**config.mk**
```make
export PLATFORM = sky130hd
export DESIGN_NAME = rex_viterbi
export DESIGN_NICKNAME = d
export VERILOG_FILES = /design/src/rtl/rex_pkg.sv /design/src/rtl/rex_ctrl.sv /design/src/rtl/rex_pe.sv /design/src/rtl/rex_minsel.sv /design/src/rtl/rex_viterbi.sv
export SDC_FILE = /design/constraint.sdc
export NUM_CORES = 1
export LEC_CHECK = 0
export CORE_MARGIN = 4
export CORE_UTILIZATION = 39
export DETAILED_ROUTE_END_ITERATION = 10
export PLACE_DENSITY = 0.65
export SYNTH_ARGS = -nofsm -noshare
export SYNTH_HDL_FRONTEND = slang
export SYNTH_HIERARCHICAL = 1
export SYNTH_SLANG_ARGS = --single-unit
```
**constraint.sdc**
```tcl
create_clock -name clk -period 30 [get_ports clk]
set_input_delay 4.5 -clock clk [delete_from_list [all_inputs] [get_ports clk]]
set_output_delay 4.5 -clock clk [all_outputs]
set_load 0.005 [all_outputs]
```
**src/rtl/rex_pkg.sv**
```systemverilog
package rex_pkg;

  localparam int unsigned NST = 8;   // encoder states (constraint length 4)
  localparam int unsigned SW  = 3;   // state index width

  typedef enum logic [1:0] {
    PH_IDLE = 2'd0,
    PH_RUN  = 2'd1,
    PH_FIN  = 2'd2
  } phase_e;

  // code symbol emitted when input i leaves state p (bit 1 = first generator)
  function automatic logic [1:0] exp_sym(input logic [SW-1:0] p, input logic i);
    exp_sym = {i ^ p[2] ^ p[1] ^ p[0], i ^ p[1] ^ p[0]};
  endfunction

endpackage

```
**src/rtl/rex_ctrl.sv**
```systemverilog
module rex_ctrl
  import rex_pkg::*;
#(
  parameter int unsigned TB_LEN = 8
) (
  input  logic clk,
  input  logic rst_n,
  input  logic start_i,
  output logic init_o,
  output logic step_o,
  output logic fin_o
);

  localparam int unsigned CW = (TB_LEN > 1) ? $clog2(TB_LEN) : 1;
  localparam logic [CW-1:0] LAST = CW'(TB_LEN - 1);

  phase_e        phase_q, phase_d;
  logic [CW-1:0] cnt_q, cnt_d;

  always_comb begin
    phase_d = phase_q;
    cnt_d   = cnt_q;
    init_o  = 1'b0;
    step_o  = 1'b0;
    fin_o   = 1'b0;
    unique case (phase_q)
      PH_IDLE: begin
        if (start_i) begin           // start only honoured here
          init_o  = 1'b1;
          phase_d = PH_RUN;
          cnt_d   = '0;
        end
      end
      PH_RUN: begin
        step_o = 1'b1;
        if (cnt_q == LAST) phase_d = PH_FIN;
        else               cnt_d   = cnt_q + 1'b1;
      end
      PH_FIN: begin
        fin_o   = 1'b1;
        phase_d = PH_IDLE;
      end
      default: phase_d = PH_IDLE;
    endcase
  end

  always_ff @(posedge clk or negedge rst_n) begin
    if (!rst_n) begin
      phase_q <= PH_IDLE;
      cnt_q   <= '0;
    end else begin
      phase_q <= phase_d;
      cnt_q   <= cnt_d;
    end
  end

  // the final phase follows a symbol step; an accepted start is followed by a step
  p_fin_after_step_r7: assert property (@(posedge clk) disable iff (!rst_n)
    fin_o |-> $past(step_o));
  p_init_then_step_r7: assert property (@(posedge clk) disable iff (!rst_n)
    init_o |=> step_o);
  // a start during a block never re-initialises
  p_busy_start_ignored_r8: assert property (@(posedge clk) disable iff (!rst_n)
    (step_o && start_i) |=> !init_o);

endmodule

```
**src/rtl/rex_pe.sv**
```systemverilog
module rex_pe
  import rex_pkg::*;
#(
  parameter int unsigned    TB_LEN = 8,
  parameter int unsigned    MW     = 5,
  parameter logic [SW-1:0]  ST     = '0
) (
  input  logic              clk,
  input  logic              rst_n,
  input  logic              init_i,
  input  logic              step_i,
  input  logic [1:0]        sym_i,
  input  logic [MW-1:0]     m_lo_i,
  input  logic [MW-1:0]     m_hi_i,
  input  logic [TB_LEN-1:0] s_lo_i,
  input  logic [TB_LEN-1:0] s_hi_i,
  output logic [MW-1:0]     metric_o,
  output logic [TB_LEN-1:0] surv_o
);

  localparam logic [SW-1:0] P_LO = {ST[1:0], 1'b0};
  localparam logic          HYP  = ST[2];
  localparam logic [MW-1:0] MAXW = '1;
  localparam logic [MW-1:0] INIT = (ST == '0) ? '0 : MAXW;

  logic [1:0]        dif_lo, w_lo, w_hi, w_sel;
  logic [MW+1:0]     lhs, rhs;
  logic              take_hi;
  logic [MW-1:0]     m_sel, metric_q, metric_d, metric_nx;
  logic [MW:0]       sum;
  logic [TB_LEN-1:0] s_sel, surv_q, surv_d, surv_nx;

  // weight towards the lower predecessor; the upper one expects the complement
  always_comb begin
    dif_lo = exp_sym(P_LO, HYP) ^ sym_i;
    w_lo   = {1'b0, dif_lo[1]} + {1'b0, dif_lo[0]};
    w_hi   = 2'd2 - w_lo;
  end

  // compare first (m_hi + 2 - w_lo < m_lo + w_lo), then one add on the winner
  always_comb begin
    lhs     = (MW+2)'(m_hi_i) + (MW+2)'(2);
    rhs     = (MW+2)'(m_lo_i) + (MW+2)'({w_lo, 1'b0});
    take_hi = lhs < rhs;
    m_sel   = take_hi ? m_hi_i : m_lo_i;
    w_sel   = take_hi ? w_hi   : w_lo;
    s_sel   = take_hi ? s_hi_i : s_lo_i;
    sum     = (MW+1)'(m_sel) + (MW+1)'(w_sel);
    metric_nx = sum[MW] ? MAXW : sum[MW-1:0];          // saturation
    surv_nx   = {s_sel[TB_LEN-2:0], HYP};
  end

  always_comb begin
    metric_d = metric_q;
    surv_d   = surv_q;
    if (init_i) begin
      metric_d = INIT;
      surv_d   = '0;
    end else if (step_i) begin
      metric_d = metric_nx;
      surv_d   = surv_nx;
    end
  end

  always_ff @(posedge clk or negedge rst_n) begin
    if (!rst_n) begin
      metric_q <= '0;
      surv_q   <= '0;
    end else begin
      metric_q <= metric_d;
      surv_q   <= surv_d;
    end
  end

  assign metric_o = metric_q;
  assign surv_o   = surv_q;

  p_block_init_r5: assert property (@(posedge clk) disable iff (!rst_n)
    init_i |=> (metric_q == INIT && surv_q == '0));
  p_lsb_is_hyp_r4: assert property (@(posedge clk) disable iff (!rst_n)
    (step_i && !init_i) |=> surv_q[0] == HYP);
  p_not_above_lo_r3: assert property (@(posedge clk) disable iff (!rst_n)
    (step_i && !init_i) |=> ((MW+2)'(metric_q) <= $past((MW+2)'(m_lo_i)) + (MW+2)'(2)));
  p_not_below_min_r3: assert property (@(posedge clk) disable iff (!rst_n)
    (step_i && !init_i) |=> (metric_q >= $past(m_lo_i) || metric_q >= $past(m_hi_i)));

endmodule

```
**src/rtl/rex_minsel.sv**
```systemverilog
module rex_minsel
  import rex_pkg::*;
#(
  parameter int unsigned TB_LEN = 8,
  parameter int unsigned MW     = 5
) (
  input  logic              clk,
  input  logic              rst_n,
  input  logic [MW-1:0]     met_i  [NST],
  input  logic [TB_LEN-1:0] surv_i [NST],
  output logic [TB_LEN-1:0] best_o
);

  logic [SW-1:0] idx;
  logic [MW-1:0] best_m;

  // strict less-than scan keeps the lowest index on ties
  always_comb begin
    idx    = '0;
    best_m = met_i[0];
    for (int j = 1; j < NST; j++) begin
      if (met_i[j] < best_m) begin
        best_m = met_i[j];
        idx    = SW'(j);
      end
    end
    best_o = surv_i[idx];
  end

  for (genvar g = 0; g < NST; g++) begin : g_chk
    p_is_minimum_r6: assert property (@(posedge clk) disable iff (!rst_n)
      met_i[g] >= met_i[idx]);
    p_tie_lowest_r6: assert property (@(posedge clk) disable iff (!rst_n)
      (met_i[g] == met_i[idx]) |-> (idx <= SW'(g)));
  end

endmodule

```
**src/rtl/rex_viterbi.sv**
```systemverilog
module rex_viterbi
  import rex_pkg::*;
#(
  parameter int unsigned TB_LEN = 8
) (
  input  logic              clk,
  input  logic              rst_n,
  input  logic              start_i,
  input  logic [1:0]        sym_i,
  output logic              done_o,
  output logic [TB_LEN-1:0] bits_o
);

  localparam int unsigned MW = $clog2(2 * TB_LEN + 1);

  logic              init, step, fin;
  logic [MW-1:0]     metric [NST];
  logic [TB_LEN-1:0] surv   [NST];
  logic [TB_LEN-1:0] best;
  logic              done_q, done_d;
  logic [TB_LEN-1:0] bits_q, bits_d;

  rex_ctrl #(.TB_LEN(TB_LEN)) u_ctrl (
    .clk(clk), .rst_n(rst_n), .start_i(start_i),
    .init_o(init), .step_o(step), .fin_o(fin)
  );

  for (genvar s = 0; s < NST; s++) begin : g_pe
    localparam int unsigned LO = (2 * s) % NST;
    rex_pe #(.TB_LEN(TB_LEN), .MW(MW), .ST(SW'(s))) u_pe (
      .clk(clk), .rst_n(rst_n), .init_i(init), .step_i(step), .sym_i(sym_i),
      .m_lo_i(metric[LO]), .m_hi_i(metric[LO + 1]),
      .s_lo_i(surv[LO]),   .s_hi_i(surv[LO + 1]),
      .metric_o(metric[s]), .surv_o(surv[s])
    );
  end

  rex_minsel #(.TB_LEN(TB_LEN), .MW(MW)) u_min (
    .clk(clk), .rst_n(rst_n), .met_i(metric), .surv_i(surv), .best_o(best)
  );

  always_comb begin
    done_d = fin;
    bits_d = fin ? best : bits_q;
  end

  always_ff @(posedge clk or negedge rst_n) begin
    if (!rst_n) begin
      done_q <= 1'b0;
      bits_q <= '0;
    end else begin
      done_q <= done_d;
      bits_q <= bits_d;
    end
  end

  assign done_o = done_q;
  assign bits_o = bits_q;

  p_done_single_r7: assert property (@(posedge clk) disable iff (!rst_n)
    done_o |=> !done_o);
  p_bits_hold_r7: assert property (@(posedge clk) disable iff (!rst_n)
    !fin |=> $stable(bits_o));

endmodule

```
Word level (Yosys, flattened, before mapping)
Cells that the tools add are included.

word-level totals
  output and inout bits = 9
  word-level logic and storage cells = 170
  input port bits = 5
  flip-flop bits (word level) = 118

cells by class
  bitwise gates (word level) = 4
  magnitude comparators = 16
  mux-type cells = 90
  reductions and logical operators = 5
  eq/ne operators = 6
  $add $sub $neg = 29

operators by type and width
  cell                 number
  $mux 5               38
  $mux 8               18
  $lt 7x7->1           8
  $mux 7               8
  $add 5x2->6          8
  $add 5x3->6          8
  $lt 5x5->1           7
  $add 5x2->6 const B  4
  $bmux 8 s3           1
  $mux 2               12
  $mux 3               6
  $add 1x1->2          4
  $sub 2x2->2 const A  4
  $pmux 3 s2           1
  $mux 1               5
  $ge 4x4->1 const B   1
  $ne 2x2->1 const B   2
  $not 3->4            1
  $pmux 2 s2           1
  $reduce_bool 2->1    2
  $add 3x1->3 const B  1
  $eq 3x3->1 const B   1
  $reduce_and 3->1     1
  $eq 2x1->1 const B   1
  other kinds (6)      7

Longest topological paths before layout
Gate-level depths: netlist of run 1.

  depth after elaboration = 18
  mapped depth = 60
  mapped depth without buffers = 56

Modules after synthesis
The synthesis of run 1 kept the hierarchy.

modules (own cells, without submodules)
  module                      times used  sequential area each (um2)  cells each  area each (um2)
  rex_pe at g_pe[4].u_pe ...  3           325.3                       124         1153.6
  rex_pe at g_pe[1].u_pe ...  3           300.3                       124         1118.6
  rex_minsel                  1           0.0                         317         2518.7
  rex_pe at g_pe[5].u_pe      1           325.3                       122         1141.1
  rex_pe at g_pe[0].u_pe      1           300.3                       121         1093.5
  rex_viterbi                 1           225.2                       18          356.6
  rex_ctrl                    1           125.1                       29          285.3

Least setup slack after synthesis of run 1
No wires, ideal clock.

  path kind = register -> register
  start = register g_pe[0].u_pe.metric_q[2]
  end = register bits_q[3], in the netlist bits_o[3]
  stages on the path, launching flop included = 58
  data required time = 29875 ps
  library setup time = 125 ps
  buffers on the path = 3
  setup slack = 18262 ps
  data arrival time = 11613 ps
  cell sequence = dfrtp_1 inv_1 ha_1 nand4_2 o221ai_2 mux2i_1 ha_1 o21ai_0 nor2_1 mux2_2 a22oi_2 o21ai_2 a21oi_1 inv_1 ha_1 and2_0 a21o_1 o211ai_1 (+22 left out) and3_4 a21oi_2 clkbuf_1 nand2_1 o21ai_0 ha_1 a21o_1 a21o_1 nor4_1 and3_1 a31oi_1 o211a_1 buf_2 buf_2 o211a_1 a211oi_1 nor4_2 mux2_4

on the way
  longest elaborated chain between the ends = 18
  elaborated cells on any way between the ends = 24

RTL lines
  item                                         RTL line           source
  start: declaration                           rex_pe.sv:29       logic [MW-1:0] m_sel, metric_q, metric_d, metric_nx;
  start signal: assignment                     rex_pe.sv:70       metric_q <= metric_d;
  $lt 5x5->1                                   rex_minsel.sv:22   if (met_i[j] < best_m) begin
  $mux 5                                       rex_minsel.sv:22
  $lt 5x5->1                                   rex_minsel.sv:22
  $mux 5                                       rex_minsel.sv:22
  $lt 5x5->1                                   rex_minsel.sv:22
  $mux 5                                       rex_minsel.sv:22
  $lt 5x5->1                                   rex_minsel.sv:22
  $mux 5                                       rex_minsel.sv:22
  (+2 left out)                                -
  $lt 5x5->1                                   rex_minsel.sv:22
  $mux 5                                       rex_minsel.sv:22
  $lt 5x5->1                                   rex_minsel.sv:22
  $mux 3 *                                     rex_minsel.sv:22
  $not 3->4 (not written as such) *            rex_minsel.sv:27   best_o = surv_i[idx];
  $bmux 8 s3 *                                 rex_minsel.sv:27
  $mux 8 (not written as such) * (2 in a row)  rex_minsel.sv:27
  named net best[3]                            rex_viterbi.sv:19  logic [TB_LEN-1:0] best;
  end signal: assignment                       rex_viterbi.sv:53  bits_q <= bits_d;
  end: declaration                             rex_viterbi.sv:21  logic [TB_LEN-1:0] bits_q, bits_d;

The timed path passes the listed nets; every way through them passes the cells marked *. The select of a mux whose other input is x is not followed.
A chain may end at the register's enable or synchronous reset.

Worst setup path after layout of run 1
Ends and elaborated chain as after synthesis.

==> results of run 1 <==
metal layers:
metal / GRT usage, % / up-vias / share of wire (%) / wire length (um)
li1: - / 5012 / - / -
met1: 25.3 / 5009 / 46 / 14400
met2: 31.8 / 262 / 49 / 15300
met3: 2.30 / 35 / 4.1 / 1310
met4: 4.55 / 0 / 1.4 / 445
met5: 0 / - / 0 / 0
placed cells by master, fill, tap and decap left out, types with 8 or more instances in the layout:
master,n
mux2i_1,88
o211a_1,21
xor2_1,10
a21o_1,22
mux2_4,8
nand3b_1,10
nand2b_1,13
nor4_2,8
clkdlybuf4s50_1,12
nor2b_1,18
and3_1,21
o21a_1,18
a311o_1,8
o21ai_0,28
clkbuf_16,17
inv_1,109
o22ai_1,9
o2111ai_1,12
nand2_1,59
a21oi_2,12
a211oi_2,12
xnor2_1,26
nand4_1,22
ha_1,118
dfrtp_1,114
nor3_1,29
mux2_2,23
nor2_1,107
nand3_1,57
a21oi_1,62
a211oi_1,78
a22oi_1,8
buf_4,11
a31oi_1,17
fa_1,16
synthesized netlist by cell type (18+ instances only):
library cell	n	area share [%]
o211a_1	21	1.7
mux2i_1	88	7.2
dfrtp_1	114	23
a21o_1	22	1.4
xnor2_1	26	1.9
ha_1	118	12
a211oi_1	78	4.8
o21a_1	18	1.1
o21ai_0	28	1.1
nand2_1	59	1.8
inv_1	109	3.4
nand3_1	57	2.3
nor3_1	29	1.2
mux2_2	23	2.1
a21oi_1	62	2.5
clkbuf_1	43	1.3
nand4_1	22	1.1
and3_1	21	1.1
nor2_1	108	3.3
nor2b_1	18	0.92
cell families after synthesis:
family                   count (synthesis)
AO/OA/AOI/OAI                          382
XOR/XNOR                                36
adder cells (fa/ha/maj)                135
buffers and inverters                  180
flip-flops                             114
multiplexers                           121
other                                    4
AND/OR/NAND/NOR                        379
flip-flops by register name, summed over array words and instances (netlist names):
register,flops
g_pe.u_pe/surv_o,60
bits_o,8
done_o,1
u_ctrl/cnt_q,3
g_pe.u_pe/metric_o,40
u_ctrl/phase_q,2
metrics by stage:
step / setup WS, ps / hold slack [ps] / cells / utilization, %
final: 15630 / 550 / 1731 / 42.6
after global routing: 14740 / 568 / 1731 / 42.6
after CTS: 15820 / 557 / 1731 / 42.6
after detailed placement: 15890 / 545 / 1699 / 40.7
after global placement: 16340 / 524 / 1699 / 40.7
after floorplan: 18260 / 452 / 1351 / -
layout make-up:
type                       instances  area, um^2  area share [%]
sequential                       114        2850            21.8
inverter                         109         409            3.13
clock buffer                      18         439            3.36
clock inverter                    14         141            1.08
timing repair buffer              23         203            1.55
multi-input combinational       1057        8540            65.3
tap                              396         495            3.79
how the worst max path moves through the flow:
stage	start	to	depth (start not counted)
CTS	g_pe[0].u_pe/metric_o[2]	bits_o[3]	53
detailed placement	g_pe[0].u_pe/metric_o[2]	bits_o[3]	53
global placement	g_pe[0].u_pe/metric_o[2]	bits_o[3]	53
finish	g_pe[0].u_pe/metric_o[2]	bits_o[3]	53
floorplan	g_pe[0].u_pe/metric_o[2]	bits_o[3]	57
global route	g_pe[0].u_pe/metric_o[4]	bits_o[3]	53
worst max-delay path: cells and delay by family, from the launching register on:
kind                       cells  cell delay, ps
AOI/OAI and AO/OA             29            8090
adders and majority gates      7            2310
muxes                          5            1500
and+or+nand+nor                9            1330
DFF                            1             720
buffers and inverters          3             270
==> results_dict.tcl, run 1 <==
set metrics [dict create \
    status "finished clean" \
    drv_slew 0 \
    diodes 0 \
    grt_max_degree 83 \
    syn_area_per_cell_um2 9.04 \
    ys_types 93 \
    synth-compound-area-share_pct 25.6 \
    ys_warn_count 6 \
    die_h_um 185 \
    period_share_pct 47.9 \
    cts_root_buf "clkbuf_16" \
    gp_congestion 0.892 \
    cp_slowest_cell "o211a_1" \
    crit_fanout 27 \
    drtIter0Drc 844 \
    period_needed_ps 14370 \
    synth_seq_cells 114 \
    vias_per_cell 5.96 \
    cts_tree "built" \
    max_freq_ghz 0.0696 \
    setup_viol 0 \
    r2r-start "g_pe[0].u_pe/metric_o[2]" \
    r2r_setup_slack_ps 15630 \
    slew_headroom_pct 27.2 \
    hold_path.class "reg2reg" \
    hpwl_um 21700 \
    io_buffers 13 \
    fin_nets 1461 \
    fillers 3023 \
    min_delay_worst_endpoint "bits_o[4]" \
    finalWirelength_um 31500 \
    drc 0 \
    finalHoldViolCount 0 \
    synth_top_family_by_area "compound AO/OA/AOI/OAI gates" \
    cts.path.max_buffers 2 \
    placed_cell_area_um2 12500 \
    netlist_area_um2 12200 \
    cap_violations 0 \
    slowest_delay_ps 840 \
    synthMuxAreaShare_pct 10.6 \
    cts_buffers 17 \
    async_reset_ff_share_pct 100 \
    vias 10300 \
    synth_xor_area_share_pct 2.58 \
    end_kind "register" \
    final.setup.tns_ps 0 \
    grt_pass1_vias 10100 \
    synth-edff-count 0 \
    skew_ps 10.9 \
    layout-drive-gt1-share_pct 11.3 \
    post-cts-setup-buffers 0 \
    clock_latency_ps 430 \
    criticalPathCategory "reg2reg" \
    drtAntennaViolNets 0 \
    ys.flop_type "dfrtp_1" \
    wl_per_cell_um 18.2 \
    path_clk_slew_ps 60 \
    grt_use_total_pct 18.6 \
    hold_buffers 0 \
    synth-seq-area-share_pct 23.4 \
    r2r_end "bits_o[3]" \
    grt_antenna_before_repair 0 \
    die_w_um 185 \
    hold_path.startpoint "bits_o[4]" \
    reg2reg_depth 53 \
    fp.coreArea_um2 30700 \
    htreeDepth 4 \
    first_pass_iters 5 \
    tightest_slew_ps 1090 \
    startpoint_type "register" \
    fp-row-count 64 \
    crit_required_ps 30300 \
    dieArea_um2 34200 \
    rsz0062_at_grt "false" \
    arrival_ps 14680 \
    grt_pass1_wl_um 52800 \
    io_pins 14 \
    yosys.area_share.simple_pct 16.2 \
    crit_top_cell "ha_1" \
    area_delta_synth_final_pct 7.15 \
    gr-total-overflow 0 \
    synth_adder_area_share_pct 14.8 \
    post_cts_resized 0 \
    syn-num-nets 1490 \
    min_path_cells 1 \
    syn_inst 1351 \
    cts_sinks 114 \
    final_cell_area_um2 13100 \
    start_util_pct 39.7 \
]
Power of run 1 is left out: the tool's default activity adds up to more than one toggle a clock period on the data nets, which glitch-free logic cannot reach.
==> run 2, diff against run 1 <==
--- a/config.mk
+++ b/config.mk
@@ -8,7 +8,7 @@
 export CORE_MARGIN = 4
 export CORE_UTILIZATION = 39
 export DETAILED_ROUTE_END_ITERATION = 10
-export PLACE_DENSITY = 0.65
+export PLACE_DENSITY = 0.67
 export SYNTH_ARGS = -nofsm -noshare
 export SYNTH_HDL_FRONTEND = slang
 export SYNTH_HIERARCHICAL = 1
==> constraint.sdc (replaced) <==
create_clock -name clk -period 12.5 [get_ports clk]
set_input_delay 1.875 -clock clk [delete_from_list [all_inputs] [get_ports clk]]
set_output_delay 1.875 -clock clk [all_outputs]
set_load 0.005 [all_outputs]
==> results_dict.tcl, run 2 (synthesis gave the netlist of run 1 again) <==
set metrics [dict create \
    cts.path.max_buffers 2 \
    final_cell_area_um2 13500 \
    drv_slew 0 \
    crit_top_cell "ha_1" \
    diodes 0 \
    drtIter0Drc 807 \
    drtAntennaViolNets 0 \
    gr-total-overflow 0 \
    hold_path.class "reg2reg" \
    grt_max_degree 86 \
    cp_slowest_cell "mux2_2" \
    placed_cell_area_um2 12600 \
    r2r_setup_slack_ps 370 \
    gp_congestion 0.921 \
    largest_reg_flops 60 \
    final.setup.tns_ps 0 \
    grt_pass1_wl_um 53700 \
    htreeDepth 4 \
    grt_use_total_pct 18.9 \
    drc 0 \
    end_kind "register" \
    path_clk_slew_ps 60 \
    finalWirelength_um 32700 \
    vias_per_cell 6.07 \
    tightest_slew_ps 912 \
    slew_headroom_pct 39.2 \
    io_pins 14 \
    die_h_um 185 \
    die_w_um 185 \
    final_cell_mix "ha_1 (117), dfrtp_1 (114), inv_1 (109)" \
    cts_sinks 114 \
    r2r-start "g_pe[0].u_pe/metric_o[2]" \
    startpoint_type "register" \
    cts_root_buf "clkbuf_16" \
    wl_per_cell_um 18.6 \
    skew_ps 18.2 \
    cts_tree "built" \
    fillers 2982 \
    grt_antenna_before_repair 0 \
    grt_pass1_vias 10500 \
    hpwl_um 21900 \
    final_common_cell "ha_1" \
    hold_path.startpoint "bits_o[6]" \
    cap_violations 0 \
    period_needed_ps 12130 \
    area_delta_synth_final_pct 10.3 \
    crit_required_ps 12810 \
    finalHoldViolCount 0 \
    criticalPathCategory "reg2reg" \
    io_buffers 13 \
    hold_buffers 0 \
    slowest_delay_ps 380 \
    dieArea_um2 34200 \
    period_share_pct 97.0 \
    layout-drive-gt1-share_pct 14.9 \
    setup_viol 0 \
    status "finished clean" \
    first_pass_iters 7 \
    clock_latency_ps 430 \
    vias 10700 \
    start_util_pct 39.7 \
    max_freq_ghz 0.0825 \
    fp-row-count 64 \
    cts_buffers 17 \
    arrival_ps 12440 \
    startpoint "g_pe[0].u_pe/metric_o[2]" \
    fin_nets 1485 \
    crit_fanout 27 \
    fp.coreArea_um2 30700 \
]
run 2: cell types whose count changed in the layout (fill, tap and decap cells not counted), moves of 2 or more:
| cell | before | now |
|---|---|---|
| mux2i_1 | 88 | 86 |
| inv_6 | 7 | 5 |
| clkinvlp_4 | 1 | 3 |
| buf_4 | 11 | 34 |
| a21oi_1 | 62 | 59 |
| mux2i_2 | 0 | 2 |
| a211oi_2 | 12 | 25 |
| clkinv_4 | 3 | 1 |
| a211oi_1 | 78 | 64 |
| a21oi_2 | 12 | 14 |
| inv_8 | 1 | 3 |
run 2: final timing paths:
kind                                       endpoint  depth (start not counted)
setup / recovery                          bits_o[6]                         56
setup reg to reg                          bits_o[6]                         56
hold reg to reg                           bits_o[6]                          1
min in group asynchronous  g_pe[6].u_pe/metric_o[4]                          1
max in group asynchronous    g_pe[6].u_pe/surv_o[2]                          2
hold / removal                            bits_o[6]                          1
run 2: worst max-delay path: cells and delay by family (launching register included):
family / cells / cell delay [ps]
AND/OR/NAND/NOR: 11 / 1620
buffers and inverters: 5 / 650
adder cells (fa/ha/maj): 7 / 2320
multiplexers: 5 / 1450
AO/OA/AOI/OAI: 28 / 5590
flip-flops: 1 / 360
run 2: repair_timing:
action	CTS	global route
pin swaps	0	5
gates cloned	0	0
setup buffers	1	8
resized for setup	3	37
endpoints found under the setup margin	8	8
run 2: final cells by class:
cell class | instances | area (um^2) | area share (%)
Inverter | 109 | 409 | 3.04
Sequential cell | 114 | 2850 | 21.2
Clock inverter | 14 | 144 | 1.07
Tap cell | 396 | 495 | 3.68
Timing Repair Buffer | 47 | 395 | 2.93
Clock buffer | 18 | 439 | 3.26
Multi-Input combinational cell | 1057 | 8740 | 64.8
run 2: routing by layer:
| metal | GRT usage, % | part of all wire [%] | up-vias |
|---|---|---|---|
| li1 | - | - | 5049 |
| met4 | 5.73 | 2.0 | 0 |
| met2 | 31.5 | 47 | 343 |
| met1 | 25.7 | 46 | 5223 |
| met3 | 2.55 | 4.9 | 46 |
| met5 | 0 | 0 | - |
run 2: per-stage QoR:
step	util [%]	hold WS, ps	std cells	setup slack [ps]
5_1_grt	43.8	556	1755	-174
3_3_place_gp	41.0	529	1714	324
6_report	43.8	538	1755	372
2_1_floorplan	-	452	1351	762
4_1_cts	43.0	542	1747	76.7
3_5_place_dp	41.0	528	1714	-166
Power of run 2 is left out for the same reason.
